## src/rtl/rx_sfd_pkg.sv

```systemverilog
package rx_sfd_pkg;
  localparam int BYTE_W = 8;
  localparam logic [BYTE_W-1:0] PRE_BYTE = 8'h55;
  localparam logic [BYTE_W-1:0] SFD_BYTE = 8'hD5;

  typedef enum logic [1:0] {
    ST_IDLE = 2'd0,
    ST_SEEK = 2'd1,
    ST_PASS = 2'd2,
    ST_DROP = 2'd3
  } huntState_t;

  typedef struct packed {
    logic startAttempt;
    logic capture;
    logic flush;
  } stripCtrl_t;
endpackage

```

## src/rtl/rx_sfd_ctrl.sv

```systemverilog
module rx_sfd_ctrl
  import rx_sfd_pkg::*;
#(
  parameter int CNT_W = 16
) (
  input  logic              clk,
  input  logic              rstN,
  input  logic              rxValid,
  input  logic [BYTE_W-1:0] rxData,
  output stripCtrl_t        ctrl,
  output logic              discardFlag,
  output logic [CNT_W-1:0]  discardCount
);
  huntState_t state, stateNext;
  logic discardNow;
  logic isPre, isSfd;

  assign isPre = (rxData == PRE_BYTE);
  assign isSfd = (rxData == SFD_BYTE);

  always_comb begin
    stateNext  = state;
    discardNow = 1'b0;
    ctrl       = '0;
    unique case (state)
      ST_IDLE: begin
        if (rxValid) begin
          ctrl.startAttempt = 1'b1;
          if (isPre)      stateNext = ST_SEEK;
          else if (isSfd) stateNext = ST_PASS;
          else begin
            stateNext  = ST_DROP;
            discardNow = 1'b1;
          end
        end
      end
      ST_SEEK: begin
        if (!rxValid) begin
          stateNext  = ST_IDLE;
          discardNow = 1'b1;
        end else if (isSfd) begin
          stateNext = ST_PASS;
        end else if (!isPre) begin
          stateNext  = ST_DROP;
          discardNow = 1'b1;
        end
      end
      ST_PASS: begin
        if (rxValid) ctrl.capture = 1'b1;
        else begin
          ctrl.flush = 1'b1;
          stateNext  = ST_IDLE;
        end
      end
      ST_DROP: begin
        if (!rxValid) stateNext = ST_IDLE;
      end
      default: stateNext = ST_IDLE;
    endcase
  end

  always_ff @(posedge clk or negedge rstN) begin
    if (!rstN) begin
      state        <= ST_IDLE;
      discardFlag  <= 1'b0;
      discardCount <= '0;
    end else begin
      state       <= stateNext;
      discardFlag <= discardNow;
      if (discardNow) discardCount <= discardCount + 1'b1;
    end
  end


  discard_step_chk: assert property (@(posedge clk) disable iff (!rstN)
    discardFlag |-> discardCount == $past(discardCount) + 1'b1);


  discard_hold_chk: assert property (@(posedge clk) disable iff (!rstN)
    !discardFlag |-> $stable(discardCount));
endmodule

```

## src/rtl/rx_sfd_dpath.sv

```systemverilog
module rx_sfd_dpath
  import rx_sfd_pkg::*;
(
  input  logic              clk,
  input  logic              rstN,
  input  logic              rxValid,
  input  logic [BYTE_W-1:0] rxData,
  input  logic              rxErr,
  input  stripCtrl_t        ctrl,
  output logic              outValid,
  output logic [BYTE_W-1:0] outData,
  output logic              outSof,
  output logic              outEof,
  output logic              outErr
);
  logic [BYTE_W-1:0] holdData;
  logic holdValid;
  logic firstPending;
  logic errAcc;

  always_ff @(posedge clk or negedge rstN) begin
    if (!rstN) begin
      holdData     <= '0;
      holdValid    <= 1'b0;
      firstPending <= 1'b1;
      errAcc       <= 1'b0;
      outValid     <= 1'b0;
      outData      <= '0;
      outSof       <= 1'b0;
      outEof       <= 1'b0;
      outErr       <= 1'b0;
    end else begin
      outValid <= 1'b0;
      outSof   <= 1'b0;
      outEof   <= 1'b0;
      outErr   <= 1'b0;

      if (ctrl.startAttempt) begin
        errAcc       <= rxErr;
        firstPending <= 1'b1;
      end else if (rxValid && rxErr) begin
        errAcc <= 1'b1;
      end

      if (ctrl.capture) begin
        if (holdValid) begin
          outValid     <= 1'b1;
          outData      <= holdData;
          outSof       <= firstPending;
          firstPending <= 1'b0;
        end
        holdData  <= rxData;
        holdValid <= 1'b1;
      end else if (ctrl.flush) begin
        if (holdValid) begin
          outValid <= 1'b1;
          outData  <= holdData;
          outSof   <= firstPending;
          outEof   <= 1'b1;
          outErr   <= errAcc;
        end
        holdValid    <= 1'b0;
        firstPending <= 1'b1;
      end
    end
  end


  strobe_valid_chk: assert property (@(posedge clk) disable iff (!rstN)
    (outSof || outEof) |-> outValid);


  err_on_eof_chk: assert property (@(posedge clk) disable iff (!rstN)
    outErr |-> outEof);


  ctrl_excl_chk: assert property (@(posedge clk) disable iff (!rstN)
    !(ctrl.capture && ctrl.flush));
endmodule

```

## src/rtl/rx_sfd_strip.sv

```systemverilog
module rx_sfd_strip
  import rx_sfd_pkg::*;
#(
  parameter int CNT_W = 16
) (
  input  logic             clk,
  input  logic             rstN,
  input  logic             rxValid,
  input  logic [7:0]       rxData,
  input  logic             rxErr,
  output logic             outValid,
  output logic [7:0]       outData,
  output logic             outSof,
  output logic             outEof,
  output logic             outErr,
  output logic             discardFlag,
  output logic [CNT_W-1:0] discardCount
);
  stripCtrl_t ctrl;

  rx_sfd_ctrl #(.CNT_W(CNT_W)) u_ctrl (
    .clk          (clk),
    .rstN         (rstN),
    .rxValid      (rxValid),
    .rxData       (rxData),
    .ctrl         (ctrl),
    .discardFlag  (discardFlag),
    .discardCount (discardCount)
  );

  rx_sfd_dpath u_dpath (
    .clk      (clk),
    .rstN     (rstN),
    .rxValid  (rxValid),
    .rxData   (rxData),
    .rxErr    (rxErr),
    .ctrl     (ctrl),
    .outValid (outValid),
    .outData  (outData),
    .outSof   (outSof),
    .outEof   (outEof),
    .outErr   (outErr)
  );


  no_out_on_discard_chk: assert property (@(posedge clk) disable iff (!rstN)
    discardFlag |-> !outValid);
endmodule

```

## config.mk

```make
export PLATFORM = sky130hd
export DESIGN_NAME = rx_sfd_strip
export DESIGN_NICKNAME = d
export VERILOG_FILES = /design/src/rtl/rx_sfd_pkg.sv /design/src/rtl/rx_sfd_ctrl.sv /design/src/rtl/rx_sfd_dpath.sv /design/src/rtl/rx_sfd_strip.sv
export SDC_FILE = /design/constraint.sdc
export NUM_CORES = 1
export LEC_CHECK = 0
export BUFFER_PORTS_ARGS = -buffer_cell sky130_fd_sc_hd__buf_2
export CORE_ASPECT_RATIO = 0.6
export CORE_MARGIN = 5
export CORE_UTILIZATION = 55
export CTS_BUF_LIST = sky130_fd_sc_hd__clkbuf_16
export CTS_CLUSTER_DIAMETER = 80
export CTS_CLUSTER_SIZE = 16
export DETAILED_ROUTE_END_ITERATION = 8
export PLACE_DENSITY = 0.93
export SLEW_MARGIN = 15
export SYNTH_ARGS = -nofsm -noshare
export SYNTH_HDL_FRONTEND = slang
export SYNTH_SLANG_ARGS = --single-unit
```

## constraint.sdc

```tcl
create_clock -name clk -period 3.5 [get_ports clk]
set_input_delay 0.35 -clock clk [delete_from_list [all_inputs] [get_ports clk]]
set_output_delay 0.35 -clock clk [all_outputs]
set_load 0.005 [all_outputs]
```

==> results of run 1 <==
## layout by cell type, fill, tap and decap left out, drive strengths merged
cell type,netlist,layout
mux2,17,17
nand3,3,3
clkbuf,1,5
xor2,1,1
clkinvlp,0,1
nor3,1,1
and2,2,2
and4,2,2
nand4,9,9
clkinv,0,2
nand4b,1,1
or3,1,1
dfstp,1,1
nand2,4,4
dfrtp,41,41
inv,3,3
ha,1,1
a22o,1,1
a211oi,2,2
and4b,1,1
xnor2,14,14
and3,7,7
a31oi,1,1
nor2,7,7
and4bb,1,1
nor2b,1,1
o21ai,2,2
buf,2,40
## logic make-up after synthesis
family,after synthesis
flops,42
simple gates,40
mux,17
xor+xnor,15
compound gates,6
buf+inv,6
fa+ha+maj,1
## state kept, by name (all words and copies together) (netlist names)
name	count
u_ctrl.discardCount	16
u_dpath.firstPending	1
u_dpath.outEof	1
u_dpath.holdData	8
u_dpath.outSof	1
u_dpath.outErr	1
u_dpath.errAcc	1
u_dpath.holdValid	1
u_ctrl.state	2
u_ctrl.discardFlag	1
u_dpath.outData	8
u_dpath.outValid	1
## routing by layer
| layer | share of wire | vias to the layer above | global-route usage |
|---|---|---|---|
| met1 | 0.43 | 585 | 0.221 |
| met3 | 0.071 | 8 | 0.0799 |
| met2 | 0.48 | 43 | 0.284 |
| li1 | - | 534 | - |
| met5 | 0 | - | 0 |
| met4 | 0.015 | 0 | 0.0635 |
## report_power, final
part           internal [W]  switching [W]  total, W
sequential         0.000588      0.0000783  0.000667
combinational      0.000140       0.000104  0.000243
clock              0.000260       0.000177  0.000437
total              0.000988       0.000359   0.00135
## per-stage QoR
stage          setup slack (ps)   util  area (um2)
2_1_floorplan              1960      -        1720
3_3_place_gp               1690  0.664        1940
3_5_place_dp               1640  0.664        1940
4_1_cts                    1860  0.712        2080
5_1_grt                    1750  0.712        2080
6_report                   1870  0.712        2080
## path summary, 6_finish.rpt
path / endpoint / slack [ps] / startpoint / cells past startpoint
min reg2reg: u_ctrl.discardCount[15] / 480 / u_ctrl.discardCount[15] / 1
max: u_ctrl.discardCount[1] / 1870 / u_ctrl.state[0] / 3
min in group clk: u_ctrl.state[0] / 280 / rxData[7] / 2
max reg2reg: u_ctrl.discardCount[1] / 1870 / u_ctrl.state[0] / 3
max in group asynchronous: u_dpath.outSof / 2750 / rstN / 1
min: u_ctrl.discardCount[5] / 200 / rstN / 1
## final cells by class
type / instances / area, um2 / area share
inverter: 3 / 11.3 / 0.00540
multi-input combinational: 79 / 627 / 0.301
timing repair buffer: 40 / 200 / 0.0960
tap: 42 / 52.6 / 0.0252
clock buffer: 5 / 125 / 0.0600
sequential: 42 / 1050 / 0.505
clock inverter: 3 / 16.3 / 0.00780
==> metrics.cfg, run 1 <==
[run_status]
status=complete, no violations

[global_route]
grt_max_degree=43
grt_pass1_vias=1173
gr-total-overflow=0
antenna_found_initial=0
grt_pass1_wl_mm=5.64
grt.total_usage=0.181

[critical_path]
critical-path-slowest-cell=a211oi_4
cp_cell_sequence=nor2_1 -> a211oi_4 -> mux2_2
path_max_fanout=17
arrival_ps=1790
start_kind=flip-flop
crit_type=reg2reg
slowest_delay_ps=610
crit_required_ps=3660
crit_family=compound AO/OA/AOI/OAI gates
end_kind=flip-flop
crit_buf_inv=0

[routing]
routed_via_density=5.47
drt-total-wl_mm=3.34
drt_iter0_drc=70
antenna_left=0
dr_total_vias=1170
first_pass_iters=4
wire_per_inst_um=15.6
drcViolationCount=0

[clock_tree]
ctsHoldBuffers=0
cts_tree=done
numCtsBuffers=5
ctsResizeCount=0
clk_latency_ps=280
clock_path_buffers=2
htree_levels=2
cts_root_buffer=clkbuf_16
cts.sinks=42
clk_pin_slew_worst_paths_ps=60
postCtsSetupRepairBufs=0

[synthesis]
synth_edf_count=0
yosysSeqAreaShare=0.613
synth_xor_xnor_area_share=0.0765
syn_area_mm2=0.00172
yosysMostFrequentCell=dfrtp_1
postSynth.asyncResetShare=1.00
synth_cell_types=27
synth_compound_area_frac=0.0306
yosysTopAreaCellShare=0.598
yosys-top-cells-area=dfrtp_1 60%, mux2_2 11%, xnor2_1 7.1%
post_synth_mux_area_share=0.112
synth_warnings=0
synth-seq-cells=42
syn_area_per_cell_um2=13.5
netlist_top_cells_count=41 x dfrtp_1, 17 x mux2_2, 14 x xnor2_1
ys.flop_type=dfrtp_1
syn_inst=127
syn_nets=140
synth_top_area_cell=dfrtp_1
synth_top_family_by_area=simple AND/OR/NAND/NOR gates
synth_fa_ha_area_frac=0.00729
synth-simple-area-share=0.139

[sta]
fmax_mhz=613
skew_ps=3.62
finalMaxSlewViolations=0
tns_ps=0
hold_slack_ps=197
fin_crit_ps=1630
rsz0062_at_grt=no
post-route-period-util=0.466
worstMarginPinSlew_ps=891
setup_violations=0
hold_violations=0
relSlewSlack=0.406

[layout]
area_growth_pct=21.4
drive_gt1_frac=0.395
n_antenna_cell=0
fill_cells=199
nets=184
instances_no_fill=214

[die]
fp.dieW_um=82.1
core_mm2=0.00293
die_h_um=53.3
initial_core_util=0.586
rows=15
die_area_mm2=0.00438
io_pins=41

[worst_hold_path]
hold_path_class=in2async

[power_and_ir_drop]
powerDensity_mw_per_mm2=646
finalPower_w=0.00135
leakagePower_nw=1.02
ir_worst_vdd_v=0.000475

[place]
dp_cells=206
gp_congestion=0.787
portBuffers=40
hpwl_mm=2.28

[flow_run]
drv_cap=0

Power figures use the tool's default switching activity.
==> run 2, diff against run 1 <==
--- a/config.mk
+++ b/config.mk
@@ -5,15 +5,16 @@
 export SDC_FILE = /design/constraint.sdc
 export NUM_CORES = 1
 export LEC_CHECK = 0
+export ABC_AREA = 1
 export BUFFER_PORTS_ARGS = -buffer_cell sky130_fd_sc_hd__buf_2
 export CORE_ASPECT_RATIO = 0.6
 export CORE_MARGIN = 5
-export CORE_UTILIZATION = 55
+export CORE_UTILIZATION = 49
 export CTS_BUF_LIST = sky130_fd_sc_hd__clkbuf_16
 export CTS_CLUSTER_DIAMETER = 80
 export CTS_CLUSTER_SIZE = 16
 export DETAILED_ROUTE_END_ITERATION = 8
-export PLACE_DENSITY = 0.93
+export PLACE_DENSITY = 0.86
 export SLEW_MARGIN = 15
 export SYNTH_ARGS = -nofsm -noshare
 export SYNTH_HDL_FRONTEND = slang
==> constraint.sdc (replaced) <==
create_clock -name clk -period 1.4 [get_ports clk]
set_input_delay 0.14 -clock clk [delete_from_list [all_inputs] [get_ports clk]]
set_output_delay 0.14 -clock clk [all_outputs]
set_load 0.005 [all_outputs]
==> metrics.cfg, run 2 <==
[global_route]
grt.total_usage=0.191  ; +0.0102
grt_max_degree=22  ; -49%
gr-max-usage-layer=met2
use_met2=0.289  ; +0.00513
gr-usage-met1=0.263  ; +0.0423
antenna_found_initial=0  ; unchanged
grt_util_met3=0.0558  ; -0.0242
gr-total-overflow=0  ; unchanged
grt_pass1_wl_mm=8.33  ; +48%
grt_pass1_vias=1791  ; +53%

[sta]
worstMarginPinSlew_ps=485  ; -406 ps
post-route-period-util=0.933  ; +0.467
relSlewSlack=0.676  ; +0.270
rsz0062_at_grt=yes
fin_crit_ps=1310  ; -325 ps
setup_violations=0  ; unchanged
skew_ps=2.60  ; -1.02 ps
fmax_mhz=765  ; +25%
tns_ps=0  ; unchanged
timing.final.ws_setup_ps=93.4  ; -1770 ps
hold_violations=0  ; unchanged
finalMaxSlewViolations=0  ; unchanged

[die]
io_pins=41  ; unchanged
fp.dieW_um=94.5  ; +15%
core_mm2=0.00412  ; +41%
initial_core_util=0.509  ; -0.0769
die_area_mm2=0.00574  ; +31%
rows=18  ; +3
die_h_um=60.7  ; +14%

[synthesis]
synth_warnings=0  ; unchanged
postSynth.asyncResetShare=1.00  ; unchanged
syn_area_per_cell_um2=8.33  ; -38%
netlist_top_cells_count=93 x nand2_1, 41 x dfrtp_1, 16 x inv_1, 16 x nor2_1, 15 x nand3_1
yosysTopAreaCellShare=0.489  ; -0.109
syn_inst=252  ; +98%
syn_area_mm2=0.00210  ; +22%
synth-seq-cells=42  ; unchanged
yosysMostFrequentCell=nand2_1
yosys-top-cells-area=dfrtp_1 49%, nand2_1 17%, nand2_2 4.2%
syn_nets=265  ; +89%
synth_top_area_cell=dfrtp_1
synth_edf_count=0  ; unchanged
ys.flop_type=dfrtp_1
yosysSeqAreaShare=0.501  ; -0.112
synth_cell_types=30  ; +11%

[layout]
nets=318  ; +73%
utilization=0.636  ; -0.0763
largestRegisters=u_ctrl.discardCount: 16 flops, u_dpath.holdData: 8 flops, u_dpath.outData: 8 flops
largest_register=u_ctrl.discardCount
largest_register_ffs=16  ; unchanged
fill_cells=316  ; +59%
layout_commonest_cell=nand2_1
drive_gt1_frac=0.311  ; -0.0839
n_antenna_cell=0  ; unchanged
area_growth_pct=24.8
final_cell_mix=93 x nand2_1, 40 x buf_2, 38 x dfrtp_1

[clock_tree]
htree_levels=2  ; unchanged
clk_latency_ps=280  ; about the same
clock_path_buffers=2  ; unchanged
clk_pin_slew_worst_paths_ps=60  ; about the same
cts_tree=done
cts.sinks=42  ; unchanged
cts_root_buffer=clkbuf_16
numCtsBuffers=5  ; unchanged

[critical_path]
crit_buf_inv=0  ; unchanged
cp_cell_sequence=ha_2 -> nand3_4 -> nor2_2 -> nand3_1 -> nand2_1 -> nand2_1 -> nand2_1 -> nand2_1
start_kind=flip-flop
critical_path.most_common_cell=nand2_1
crit_family=simple AND/OR/NAND/NOR gates
slowest_delay_ps=410  ; -200 ps
arrival_ps=1480  ; -310 ps
crit_type=reg2reg
end_kind=flip-flop
crit_required_ps=1580  ; -2080 ps
critical-path-slowest-cell=dfrtp_1
path_max_fanout=4  ; -13

[routing]
drt_iter0_drc=151  ; +120%
antenna_left=0  ; unchanged
dr_total_vias=1832  ; +57%
wire_per_inst_um=13.0  ; -16%
drt-total-wl_mm=4.75  ; +42%
first_pass_iters=4  ; unchanged
routed_via_density=5.02  ; -8.2%
drcViolationCount=0  ; unchanged

[run_status]
status=complete, no violations

[power_and_ir_drop]
ir_worst_vdd_v=0.000911  ; +92%
leakagePower_nw=1.36  ; +34%
powerDensity_mw_per_mm2=1360  ; +110%

[flow_run]
drv_cap=0  ; unchanged

[place]
gp_congestion=0.890  ; +13%
place_ws_ps=65.1  ; -1570 ps
portBuffers=40  ; unchanged
hpwl_mm=3.39  ; +48%

[worst_hold_path]
hold_path_class=in2reg

==> run 2: cell count changes in the layout (fill, tap and decap cells not counted), moves of 5 or more <==
cell,before,now
and3_1,7,0
inv_1,3,16
nand2_2,0,14
nand2_1,4,93
mux2_2,17,1
inv_2,0,5
buf_4,0,8
nor2_1,7,15
o21ai_1,0,5
xnor2_1,14,3
nand3_1,3,15
==> run 2: area by class of cell <==
class                           instances  area (um2)  area share
Clock buffer                            5         125      0.0478
Clock inverter                          2        33.8      0.0129
Inverter                               22        85.1      0.0325
Multi-Input combinational cell        184         955       0.364
Sequential cell                        42        1060       0.403
Tap cell                               60        75.1      0.0287
Timing Repair Buffer                   50         290       0.111
==> run 2: timing repair <==
action | in CTS | in global routing
endpoints found under the setup margin | 0 | 9
hold buffers | 1 | 0
hold endpoints to repair | 18 | 0
setup buffers | 0 | 1
gates resized for setup | 0 | 9
==> run 2: final timing paths <==
kind	start	end	slack, ps	depth (start not counted)
min in group asynchronous	rstN	u_dpath.outData[1]	360	2
max reg2reg	u_ctrl.discardCount[1]	u_ctrl.discardCount[14]	90	8
min	rxErr	u_dpath.errAcc	80	3
max	u_ctrl.discardCount[1]	u_ctrl.discardCount[14]	90	8
min reg2reg	u_dpath.holdData[6]	u_dpath.outData[6]	460	2
max in group asynchronous	rstN	u_dpath.outErr	560	3
==> run 2: layer usage <==
metal / wire, um / up-vias
li1: - / 897
met2: 2110 / 67
met1: 2200 / 861
met5: 0 / -
met3: 372 / 7
met4: 71 / 0
==> run 2: power by group <==
part | switching (W) | internal, W
Combinational | 0.000361 | 0.000327
Sequential | 0.000193 | 0.00142
Clock | 0.000447 | 0.000824
Total | 0.00100 | 0.00257
==> run 2: kinds of logic after synthesis <==
group           share of synthesized area
compound gates                     0.0447
simple gates                        0.359
mux                               0.00536
buf+inv                            0.0584
fa+ha+maj                         0.00596
xor+xnor                           0.0250
flops                               0.501
==> run 2: worst register-to-register path: stages, from the launching register on <==
cell and delay (ps):
dfrtp_1 410, ha_2 240, nand3_4 100, nor2_2 160, nand3_1 90, nand2_1 60, nand2_1 50, nand2_1 60
nand2_1 40
==> run 2: metrics by stage <==
stage	cell area, um2	cells	total power (W)	hold WS [ps]
2_1_floorplan	2100	252	0.00195	-156
3_3_place_gp	2410	356	0.00223	133
3_5_place_dp	2410	356	0.00227	128
4_1_cts	2580	364	0.00354	82.7
5_1_grt	2620	365	0.00376	98.4
6_report	2620	365	0.00357	78.3
